`src/rtl/txf_pkg.sv`:
```
`timescale 1ns/1ps
package txf_pkg;

  localparam int CRC_W     = 32;
  localparam int BYTE_W    = 8;
  localparam int CRC_BYTES = CRC_W / BYTE_W;

  localparam logic [CRC_W-1:0] CRC_POLY = 32'hEDB8_8320;
  localparam logic [CRC_W-1:0] CRC_SEED = 32'hFFFF_FFFF;

  typedef enum logic [1:0] {
    ST_DATA = 2'd0,
    ST_PAD  = 2'd1,
    ST_CRC  = 2'd2
  } txf_state_e;

  // One byte of the reflected CRC-32, least significant bit first.
  function automatic logic [CRC_W-1:0] crc32_byte(input logic [CRC_W-1:0] c,
                                                   input logic [BYTE_W-1:0] b);
    logic [CRC_W-1:0] r;
    r = c ^ {{(CRC_W-BYTE_W){1'b0}}, b};
    for (int k = 0; k < BYTE_W; k++) begin
      r = r[0] ? ((r >> 1) ^ CRC_POLY) : (r >> 1);
    end
    return r;
  endfunction

endpackage

```
`src/rtl/txf_crc_acc.sv`:
```
`timescale 1ns/1ps
module txf_crc_acc
  import txf_pkg::*;
(
  input  logic              clk,
  input  logic              rst_n,
  input  logic              init,
  input  logic              upd,
  input  logic [BYTE_W-1:0] din,
  output logic [CRC_W-1:0]  crc_o
);

  logic [CRC_W-1:0] crc_q;
  logic [CRC_W-1:0] crc_d;
  logic             crc_en;

  always_comb begin
    crc_en = init | upd;
    crc_d  = crc_q;
    if (init) begin
      crc_d = CRC_SEED;
    end else if (upd) begin
      crc_d = crc32_byte(crc_q, din);
    end
  end

  always_ff @(posedge clk or negedge rst_n) begin
    if (!rst_n) begin
      crc_q <= CRC_SEED;
    end else if (crc_en) begin
      crc_q <= crc_d;
    end
  end

  assign crc_o = crc_q;

endmodule

```
`src/rtl/txf_seq.sv`:
```
`timescale 1ns/1ps
module txf_seq
  import txf_pkg::*;
#(
  parameter int MIN_BODY = 60,
  parameter int IDX_W    = 2
) (
  input  logic             clk,
  input  logic             rst_n,
  input  logic             run,
  input  logic             pad_off,
  input  logic             crc_off,
  input  logic             crc_bad,
  input  logic             in_valid,
  input  logic             in_last,
  input  logic             out_ready,
  output logic             in_ready,
  output logic             out_valid,
  output logic             out_last,
  output txf_state_e       state_o,
  output logic [IDX_W-1:0] idx_o,
  output logic             bad_o,
  output logic             crc_upd,
  output logic             crc_init
);

  localparam int              CNT_W    = $clog2(MIN_BODY + 1);
  localparam logic [CNT_W-1:0] CNT_MIN  = CNT_W'(MIN_BODY);
  localparam logic [CNT_W-1:0] CNT_PRE  = CNT_W'(MIN_BODY - 1);
  localparam logic [IDX_W-1:0] IDX_LAST = IDX_W'(CRC_BYTES - 1);

  txf_state_e       state_q, state_d;
  logic [CNT_W-1:0] cnt_q, cnt_d;
  logic [IDX_W-1:0] idx_q, idx_d;
  logic             bad_q, bad_d;
  logic             pad_off_q, crc_off_q;
  logic             opt_en;
  logic             first;
  logic             pad_off_e, crc_off_e;
  logic             need_pad;
  logic             hs_out;
  logic             frame_end;
  logic [CNT_W-1:0] cnt_inc;

  // Option view: live on the first byte, latched for the remainder.
  always_comb begin
    first     = (state_q == ST_DATA) && (cnt_q == '0);
    pad_off_e = first ? pad_off : pad_off_q;
    crc_off_e = first ? crc_off : crc_off_q;
    need_pad  = !pad_off_e && (cnt_q < CNT_PRE);
    cnt_inc   = (cnt_q == CNT_MIN) ? CNT_MIN : cnt_q + 1'b1;
  end

  // Handshake outputs.
  always_comb begin
    in_ready  = 1'b0;
    out_valid = 1'b0;
    out_last  = 1'b0;
    unique case (state_q)
      ST_DATA: begin
        in_ready  = run && out_ready;
        out_valid = run && in_valid;
        out_last  = in_last && !need_pad && crc_off_e;
      end
      ST_PAD: begin
        out_valid = run;
        out_last  = (cnt_q == CNT_PRE) && crc_off_q;
      end
      ST_CRC: begin
        out_valid = run;
        out_last  = (idx_q == IDX_LAST);
      end
      default: begin
        out_valid = 1'b0;
      end
    endcase
    hs_out = out_valid && out_ready;
  end

  // Next state.
  always_comb begin
    state_d   = state_q;
    cnt_d     = cnt_q;
    idx_d     = idx_q;
    bad_d     = bad_q;
    opt_en    = 1'b0;
    crc_upd   = 1'b0;
    frame_end = 1'b0;
    if (hs_out) begin
      unique case (state_q)
        ST_DATA: begin
          crc_upd = 1'b1;
          cnt_d   = cnt_inc;
          bad_d   = bad_q | crc_bad;
          opt_en  = first;
          if (in_last) begin
            if (need_pad)        state_d = ST_PAD;
            else if (!crc_off_e) state_d = ST_CRC;
            else                 frame_end = 1'b1;
          end
        end
        ST_PAD: begin
          crc_upd = 1'b1;
          cnt_d   = cnt_inc;
          if (cnt_q == CNT_PRE) begin
            if (crc_off_q) frame_end = 1'b1;
            else           state_d = ST_CRC;
          end
        end
        ST_CRC: begin
          if (idx_q == IDX_LAST) frame_end = 1'b1;
          else                   idx_d = idx_q + 1'b1;
        end
        default: begin
          state_d = ST_DATA;
        end
      endcase
    end
    if (frame_end) begin
      state_d = ST_DATA;
      cnt_d   = '0;
      idx_d   = '0;
      bad_d   = 1'b0;
    end
    crc_init = frame_end;
  end

  always_ff @(posedge clk or negedge rst_n) begin
    if (!rst_n) begin
      state_q <= ST_DATA;
      cnt_q   <= '0;
      idx_q   <= '0;
      bad_q   <= 1'b0;
    end else if (hs_out) begin
      state_q <= state_d;
      cnt_q   <= cnt_d;
      idx_q   <= idx_d;
      bad_q   <= bad_d;
    end
  end

  always_ff @(posedge clk or negedge rst_n) begin
    if (!rst_n) begin
      pad_off_q <= 1'b0;
      crc_off_q <= 1'b0;
    end else if (opt_en) begin
      pad_off_q <= pad_off;
      crc_off_q <= crc_off;
    end
  end

  assign state_o = state_q;
  assign idx_o   = idx_q;
  assign bad_o   = bad_q;

  // Pad phase only exists for frames whose latched options allow it.
  p_pad_gate_r3: assert property (@(posedge clk) disable iff (!rst_n)
    (state_q == ST_PAD) |-> !pad_off_q);

  // CRC phase never appears for a frame with CRC switched off.
  p_crc_gate_r5: assert property (@(posedge clk) disable iff (!rst_n)
    (state_q == ST_CRC) |-> !crc_off_q);

  // A padded frame enters the CRC phase only with the full minimum body.
  p_min_body_r2: assert property (@(posedge clk) disable iff (!rst_n)
    (state_q == ST_CRC && !pad_off_q) |-> (cnt_q == CNT_MIN));

  // The last-flagged byte always returns the block to an empty frame.
  p_end_clears_r7: assert property (@(posedge clk) disable iff (!rst_n)
    (out_valid && out_ready && out_last) |=>
      (state_q == ST_DATA && cnt_q == '0 && idx_q == '0 && !bad_q));

  // A stalled generated byte keeps its position.
  p_stall_hold_r8: assert property (@(posedge clk) disable iff (!rst_n)
    (out_valid && !out_ready && state_q != ST_DATA) |=>
      (out_valid && $stable(state_q) && $stable(cnt_q) && $stable(idx_q)));

endmodule

```
`src/rtl/txf_byte_mux.sv`:
```
`timescale 1ns/1ps
module txf_byte_mux
  import txf_pkg::*;
#(
  parameter int IDX_W = 2
) (
  input  txf_state_e        state,
  input  logic [IDX_W-1:0]  idx,
  input  logic              bad,
  input  logic [BYTE_W-1:0] in_data,
  input  logic [CRC_W-1:0]  crc,
  output logic [BYTE_W-1:0] out_data
);

  logic [CRC_W-1:0]  fcs;
  logic [BYTE_W-1:0] fcs_b [CRC_BYTES];

  // Normal frames send the complemented register; a spoiled frame sends it raw.
  assign fcs = bad ? crc : ~crc;

  for (genvar g = 0; g < CRC_BYTES; g++) begin : g_fcs
    assign fcs_b[g] = fcs[g*BYTE_W +: BYTE_W];
  end

  always_comb begin
    unique case (state)
      ST_PAD:  out_data = '0;
      ST_CRC:  out_data = fcs_b[idx];
      default: out_data = in_data;
    endcase
  end

endmodule

```
`src/rtl/txf_frame_finisher.sv`:
```
`timescale 1ns/1ps
module txf_frame_finisher
  import txf_pkg::*;
#(
  parameter int MIN_BODY = 60
) (
  input  logic       clk,
  input  logic       rst_n,
  input  logic       pad_off,
  input  logic       crc_off,
  input  logic       crc_bad,
  input  logic       in_valid,
  output logic       in_ready,
  input  logic [7:0] in_data,
  input  logic       in_last,
  output logic       out_valid,
  input  logic       out_ready,
  output logic [7:0] out_data,
  output logic       out_last
);

  localparam int IDX_W = $clog2(CRC_BYTES);

  logic [1:0]         rst_sync_q;
  logic               rst_i_n;
  txf_state_e         state;
  logic [IDX_W-1:0]   idx;
  logic               bad;
  logic               crc_upd;
  logic               crc_init;
  logic [BYTE_W-1:0]  crc_din;
  logic [CRC_W-1:0]   crc;

  // Asynchronous assertion, synchronous two-stage release.
  always_ff @(posedge clk or negedge rst_n) begin
    if (!rst_n) begin
      rst_sync_q <= '0;
    end else begin
      rst_sync_q <= {rst_sync_q[0], 1'b1};
    end
  end
  assign rst_i_n = rst_sync_q[1];

  assign crc_din = (state == ST_PAD) ? '0 : in_data;

  txf_seq #(
    .MIN_BODY (MIN_BODY),
    .IDX_W    (IDX_W)
  ) u_seq (
    .clk       (clk),
    .rst_n     (rst_i_n),
    .run       (rst_i_n),
    .pad_off   (pad_off),
    .crc_off   (crc_off),
    .crc_bad   (crc_bad),
    .in_valid  (in_valid),
    .in_last   (in_last),
    .out_ready (out_ready),
    .in_ready  (in_ready),
    .out_valid (out_valid),
    .out_last  (out_last),
    .state_o   (state),
    .idx_o     (idx),
    .bad_o     (bad),
    .crc_upd   (crc_upd),
    .crc_init  (crc_init)
  );

  txf_crc_acc u_crc (
    .clk   (clk),
    .rst_n (rst_i_n),
    .init  (crc_init),
    .upd   (crc_upd),
    .din   (crc_din),
    .crc_o (crc)
  );

  txf_byte_mux #(
    .IDX_W (IDX_W)
  ) u_mux (
    .state    (state),
    .idx      (idx),
    .bad      (bad),
    .in_data  (in_data),
    .crc      (crc),
    .out_data (out_data)
  );

  // Nothing is offered or accepted while the internal reset is held.
  always @(posedge clk) begin
    if (!rst_i_n) begin
      p_reset_quiet_r10: assert (!in_ready && !out_valid);
    end
  end

endmodule

```
`config.mk`:
```
export PLATFORM = sky130hd
export DESIGN_NAME = txf_frame_finisher
export DESIGN_NICKNAME = d
export VERILOG_FILES = /design/src/rtl/txf_pkg.sv /design/src/rtl/txf_crc_acc.sv /design/src/rtl/txf_seq.sv /design/src/rtl/txf_byte_mux.sv /design/src/rtl/txf_frame_finisher.sv
export SDC_FILE = /design/constraint.sdc
export NUM_CORES = 1
export LEC_CHECK = 0
export ABC_AREA = 1
export ABC_CLOCK_PERIOD_IN_PS = 2540
export BUFFER_PORTS_ARGS = -buffer_cell sky130_fd_sc_hd__buf_4
export CORE_UTILIZATION = 44
export DETAILED_ROUTE_END_ITERATION = 10
export PLACE_DENSITY = 0.65
export SLEW_MARGIN = 40
export SYNTH_ARGS = -nofsm -noshare
export SYNTH_HDL_FRONTEND = slang
export SYNTH_SLANG_ARGS = --single-unit
```
`constraint.sdc`:
```
create_clock -name clk -period 2.54 [get_ports clk]
set_clock_uncertainty 0.1 [all_clocks]
set_input_delay 0.508 -clock clk [delete_from_list [all_inputs] [get_ports clk]]
set_output_delay 0.508 -clock clk [all_outputs]
set_load 0.02 [all_outputs]
```
==> Word level (Yosys, flattened, before mapping) <==
Cells that the tools add are included.
{ "word_totals": {"register_bits": 47, "inputBits": 16, "wordCells": 107} }
{ "classes": {"n_addsub": 2, "n_lt_le_gt_ge": 2, "n_eq_ne": 11, "n_mux": 48, "bitwise_logic": 13, "reduce_logical": 23} }
{ "op_table": {"columns": ["operator", "n"], "rows": [
  ["two-way mux 32 bit", 11],
  ["NOT 13 -> 14 bit", 8],
  ["NOT 32 bit", 1],
  ["XOR 32 x 8 -> 32 bit", 1],
  ["two-way mux 8 bit", 3],
  ["two-way mux 2 bit", 9],
  ["two-way mux 6 bit", 3],
  ["binary-select mux 8 bit (select 2 bit)", 1],
  ["two-way mux 1 bit", 16],
  ["one-hot mux 8 bit (2 select lines)", 1],
  ["== test 6 bit (second input constant)", 2],
  ["logical AND 1 bit", 8],
  ["nonzero test 2 bit", 4],
  ["adder 6 x 1 -> 6 bit (second input constant)", 1],
  ["logical NOT 6 bit", 1],
  ["< comparator 6 bit (second input constant)", 1],
  ["inequality test 3 x 2 -> 1 bit (second input constant)", 2],
  ["one-hot mux 1 bit (3 select lines)", 2],
  ["one-hot mux 2 bit (3 select lines)", 1],
  ["AND reduction 2 bit", 3],
  ["AND reduction 6 bit", 1],
  ["== test 2 bit (second input constant)", 2],
  ["inequality test 4 x 3 -> 1 bit (second input constant)", 1],
  ["OR reduction 2 bit", 2],
  ["other kinds (12)", 14]
]} }

==> Logic depth before layout (Yosys ltp) <==
{ "depth": {"depth_word": 21, "ltp_mapped": 18, "mapped_depth_nobuf": 17} }

==> By module <==
From an unflattened synthesis, not the netlist that was laid out.
{ "unflattened": {"cells_unflattened": 628, "area_unflattened_um2": 4316.6} }
{ "by_module_without_submodules": {"columns": ["module", "n_inst", "cells_per_inst", "area_each_um2"], "rows": [
  ["txf_crc_acc", 1, 360, 2473.6],
  ["txf_seq", 1, 138, 1044.8],
  ["txf_byte_mux", 1, 109, 629.4],
  ["txf_frame_finisher", 1, 21, 168.9]
]} }

==> Worst setup path after synthesis <==
OpenSTA, ideal clock, no wires.
{ "synth_path": {"kind": "register -> register", "start": "register rst_sync_q[1]", "end": "register u_crc.crc_q[20] (netlist: u_crc.crc_o[20])", "setup_time_ns": 0.072, "arrival_time_ns": 2.466, "required_ns": 2.368, "slack_ns": -0.099, "path_stages_with_launch": 13, "path_buffers": 1, "synth_period_minus_slack_ns": 2.639, "cell_sequence": "dfrtp_1 > inv_1 > nor2_1 > nand2_1 > nor2_4 > inv_1 > nor2_1 > nand3_1 > buf_4 > clkinv_2 > nand3_1 > nand2_1 > inv_1"} }
{ "synth_between": {"elab_chain_len": 6, "word_cells_on_any_way": 9} }
{ "synth_lines": {"columns": ["element", "line", "rtl"], "rows": [
  ["start: declaration", "txf_frame_finisher.sv:24", "logic [1:0] rst_sync_q;"],
  ["start signal: assignment", "txf_frame_finisher.sv:39", "rst_sync_q <= {rst_sync_q[0], 1'b1};"],
  ["logical AND 1 bit", "txf_seq.sv:62", "out_valid = run && in_valid;"],
  ["one-hot mux 1 bit (2 select lines) (*)", "txf_seq.sv:59", "unique case (state_q)"],
  ["logical AND 1 bit (*)", "txf_seq.sv:77", "hs_out = out_valid && out_ready;"],
  ["two-way mux 1 bit", "txf_seq.sv:89", "if (hs_out) begin"],
  ["nonzero test 2 bit (no source line) / bitwise OR 1 bit (equally long branches)", null, null],
  ["AND reduction 2 bit (no source line)", null, null],
  ["end signal: assignment", "txf_crc_acc.sv:31", "crc_q <= crc_d;"],
  ["end: declaration", "txf_crc_acc.sv:13", "logic [CRC_W-1:0] crc_q;"]
]} }
Mark *: on every way between the ends. The rest lies on a longest branch, timed or not.
A chain may end at the register's enable or synchronous reset.

==> Worst setup path in the final report <==
{ "layout_path": {"start": "register u_seq.cnt_q[1]", "end": "output out_last"} }
{ "layout_between": {"elab_chain_len": 9, "word_cells_on_any_way": 13} }
{ "layout_lines": {"columns": ["element", "line", "rtl"], "rows": [
  ["start: declaration", "txf_seq.sv:33", "logic [CNT_W-1:0] cnt_q, cnt_d;"],
  ["start signal: assignment", "txf_seq.sv:136", "cnt_q <= cnt_d;"],
  ["branches (longest 8 deep; another with < comparator 6 bit)", null, null],
  ["one-hot mux 1 bit (3 select lines) (*)", "txf_seq.sv:59", null],
  ["end: declaration", "txf_frame_finisher.sv:19", "output logic out_last"]
]} }
Mark *: on every way between the ends.

==> flow_summary.ini <==
[synthesis]
synth_nets = 586
syn_area_mm2 = 0.00394
synthTopCellsByCount = nand2_1, inv_1, nor2_1
synthCells = 563
synth-edff-count = 0
synth_warnings = 0
synth_flop_cell = dfstp_2
post-synth-top-area-cell = dfstp_2
avgSynthCellArea_um2 = 7.00
synth_most_common_cell = nand2_1
yosys.area.top_type_share = 0.213
synth_area_leaders = dfstp_2, nand2_1, dfrtp_1
async_reset_ff_frac = 1.00
ys_types = 42
yosysSeqAreaShare = 0.308
synth-seq-cells = 47

[critical_path]
arrival_ns = 1.85
crit_path_start_kind = flop
reg2reg_setup_slack_ns = 0.15
slowest_stage = dfrtp_1
critPathRequiredTime_ns = 1.93
cp_cell_sequence = buf_4, ha_2, inv_2, nor4_4, nand2_1, nand2_1, inv_2, a21oi_2, buf_4
r2r_cells = 12
worstReg2RegStart = u_seq.state_o[0]
worstSetupEndpointType = primary output
worstSetupPathType = flop to primary output
regToRegEndpoint = u_crc.crc_o[25]
crit_path_start = u_seq.cnt_q[1]
cpPeakStageDelay_ns = 0.38
path_max_fanout = 4

[worst_hold_path]
hold_end = rst_sync_q[1]
min_delay_path_depth = 0
hp-start = rst_sync_q[0]
hp-class = flop to flop

[sta]
period_minus_slack_ns = 2.46
hold_viol_final = 0
maxSlewHeadroom = 0.590
fin_tns_setup_ns = 0
slew_violations = 0
setup_viol = 0
max_slew.worst_pin.slew_ns = 0.616
max_freq_mhz = 407
holdWs_ns = 0.262
setup_ws_ns = 0.0848
fin_crit_sh = 0.967

[power]
cellPowerDensity_mw_per_mm2 = 1460
p_leak_nw = 2.36
ir_worst_vdd_uv = 456

[route]
wl_per_cell_um = 14.7
dr_total_vias = 3702
vias_per_cell = 5.18
drt_iter0_markers = 190
routed_wl_um = 10500
dr.max_layer_used = met4
drc = 0
drt_pre_antenna_iters = 5
wl_met1_um = 5050
final_antenna_net_count = 0
wl_met2_um = 4770
wl_met3_um = 421

[floorplan]
core_area_mm2 = 0.00868
fp.dieW_um = 96.7
initial_utilization = 0.454
io_pins = 27
rows = 34
die_h_um = 96.7
die_area_mm2 = 0.00935

[placed_design]
portBuffers = 26
place_area_mm2 = 0.00427
globalplace.congestion = 0.911
pre_cts_ws_ns = 0.00227
hpwl_um = 7790

[cts]
cts-htree-levels = 2
numCtsBuffers = 5
cts.sinks = 47
clockBufferDepth = 2
insertion_delay_ns = 0.31
clk_pin_slew_ns = 0.09
cts_root_buffer = clkbuf_8
cts_tree = done

[grt]
grt_overflow = 0
grt_pass1_wl_um = 17200
track_usage = 0.229
grt_pass1_vias = 3529
grt_max_degree = 46
antenna_found_initial = 0

[run]
cap_violations = 0

[cells_and_area]
syn_to_final_growth_pct = 14.1
drive_gt1_frac = 0.261
num_antenna_cells = 0
fin_util = 0.518
postLayoutCellArea_mm2 = 0.00450
finalNetCount = 628

[outcome]
status = finished, final reports clean
routing by layer:
layer	GRT usage	up-vias
met1	0.319	1753
met3	0.0318	17
met5	0	-
li1	-	1852
met4	0.0781	0
met2	0.366	80
registers in the layout, summed over array words and instances (netlist names):
signal           cells
u_seq.state_o        2
u_seq.bad_o          1
u_seq.pad_off_q      1
rst_sync_q           2
u_seq.crc_off_q      1
u_crc.crc_o         32
u_seq.idx_o          2
u_seq.cnt_q          6
layout by cell type (no fill, tap or decap), types with 8 or more instances in the layout:
| cell type | Yosys | routed |
|---|---|---|
| buf_4 | 2 | 47 |
| dfrtp_1 | 15 | 14 |
| a21oi_1 | 44 | 43 |
| nand3_1 | 35 | 33 |
| o21ai_0 | 32 | 30 |
| nand3_2 | 7 | 9 |
| inv_2 | 10 | 14 |
| o22ai_1 | 8 | 8 |
| inv_1 | 71 | 66 |
| nand2_1 | 140 | 138 |
| nand2_2 | 20 | 22 |
| nor2_1 | 53 | 53 |
| xor2_1 | 37 | 37 |
| dfstp_2 | 32 | 32 |
cells by family (layout without fill, tap and decap cells):
family                   Yosys count  count (layout)  share of synthesized area
XOR/XNOR                          44              44                      0.106
other                              1               1                   0.000951
multiplexers                       1               1                    0.00286
buffers and inverters             97             140                      0.108
AO/OA/AOI/OAI                     94              94                      0.127
adder cells (fa/ha/maj)            7               7                     0.0222
AND/OR/NAND/NOR                  272             272                      0.325
flip-flops                        47              47                      0.308
cell type report:
type                    instances  area, um2
inverters                      83        319
multi-input cells             419       2360
clock buffers                   6       72.6
flip-flops and latches         47       1220
clock inverters                 2       12.5
well taps                     108        135
fillers                       857       4180
repair buffers                 49        383
power by group:
part / switching, W / internal (W) / leakage, nW
combinational: 0.00292 / 0.00168 / 1.80
sequential: 0.000255 / 0.00125 / 0.520
clock: 0.000273 / 0.000193 / 0.0412
what timing repair did:
item                       4_1_cts  5_1_grt
resized for setup                3       19
buffers inserted                 1        9
hold buffers                     1        0
setup endpoints to repair        4       19
hold endpoints to repair         2        0
pin swaps                        0        6
worst max path at each step:
stage | endpoint | slack [ns] | cells past startpoint
2_1_floorplan | out_data[1] | 0.18 | 7
3_3_place_gp | u_crc.crc_o[26] | 0.04 | 14
3_5_place_dp | u_crc.crc_o[26] | 0.002 | 14
4_1_cts | u_crc.crc_o[26] | -0.05 | 14
5_1_grt | out_last | -0.01 | 9
6_report | out_last | 0.08 | 9
through the flow:
| stage | std cells | power (W) |
|---|---|---|
| floorplan | 563 | 0.00496 |
| detailed placement | 695 | 0.00592 |
| global route | 714 | 0.00721 |
| finish | 714 | 0.00658 |
| CTS | 705 | 0.00644 |
| global placement | 695 | 0.00584 |
critical path, delay by kind of cell (launching register included):
kind                       cells  cell delay [ns]
and+or+nand+nor                3             0.48
buffers and inverters          4             0.39
DFF                            1             0.38
adders and majority gates      1             0.17
AOI/OAI and AO/OA              1             0.12
Note: power is estimated with default switching activity, not from simulation.
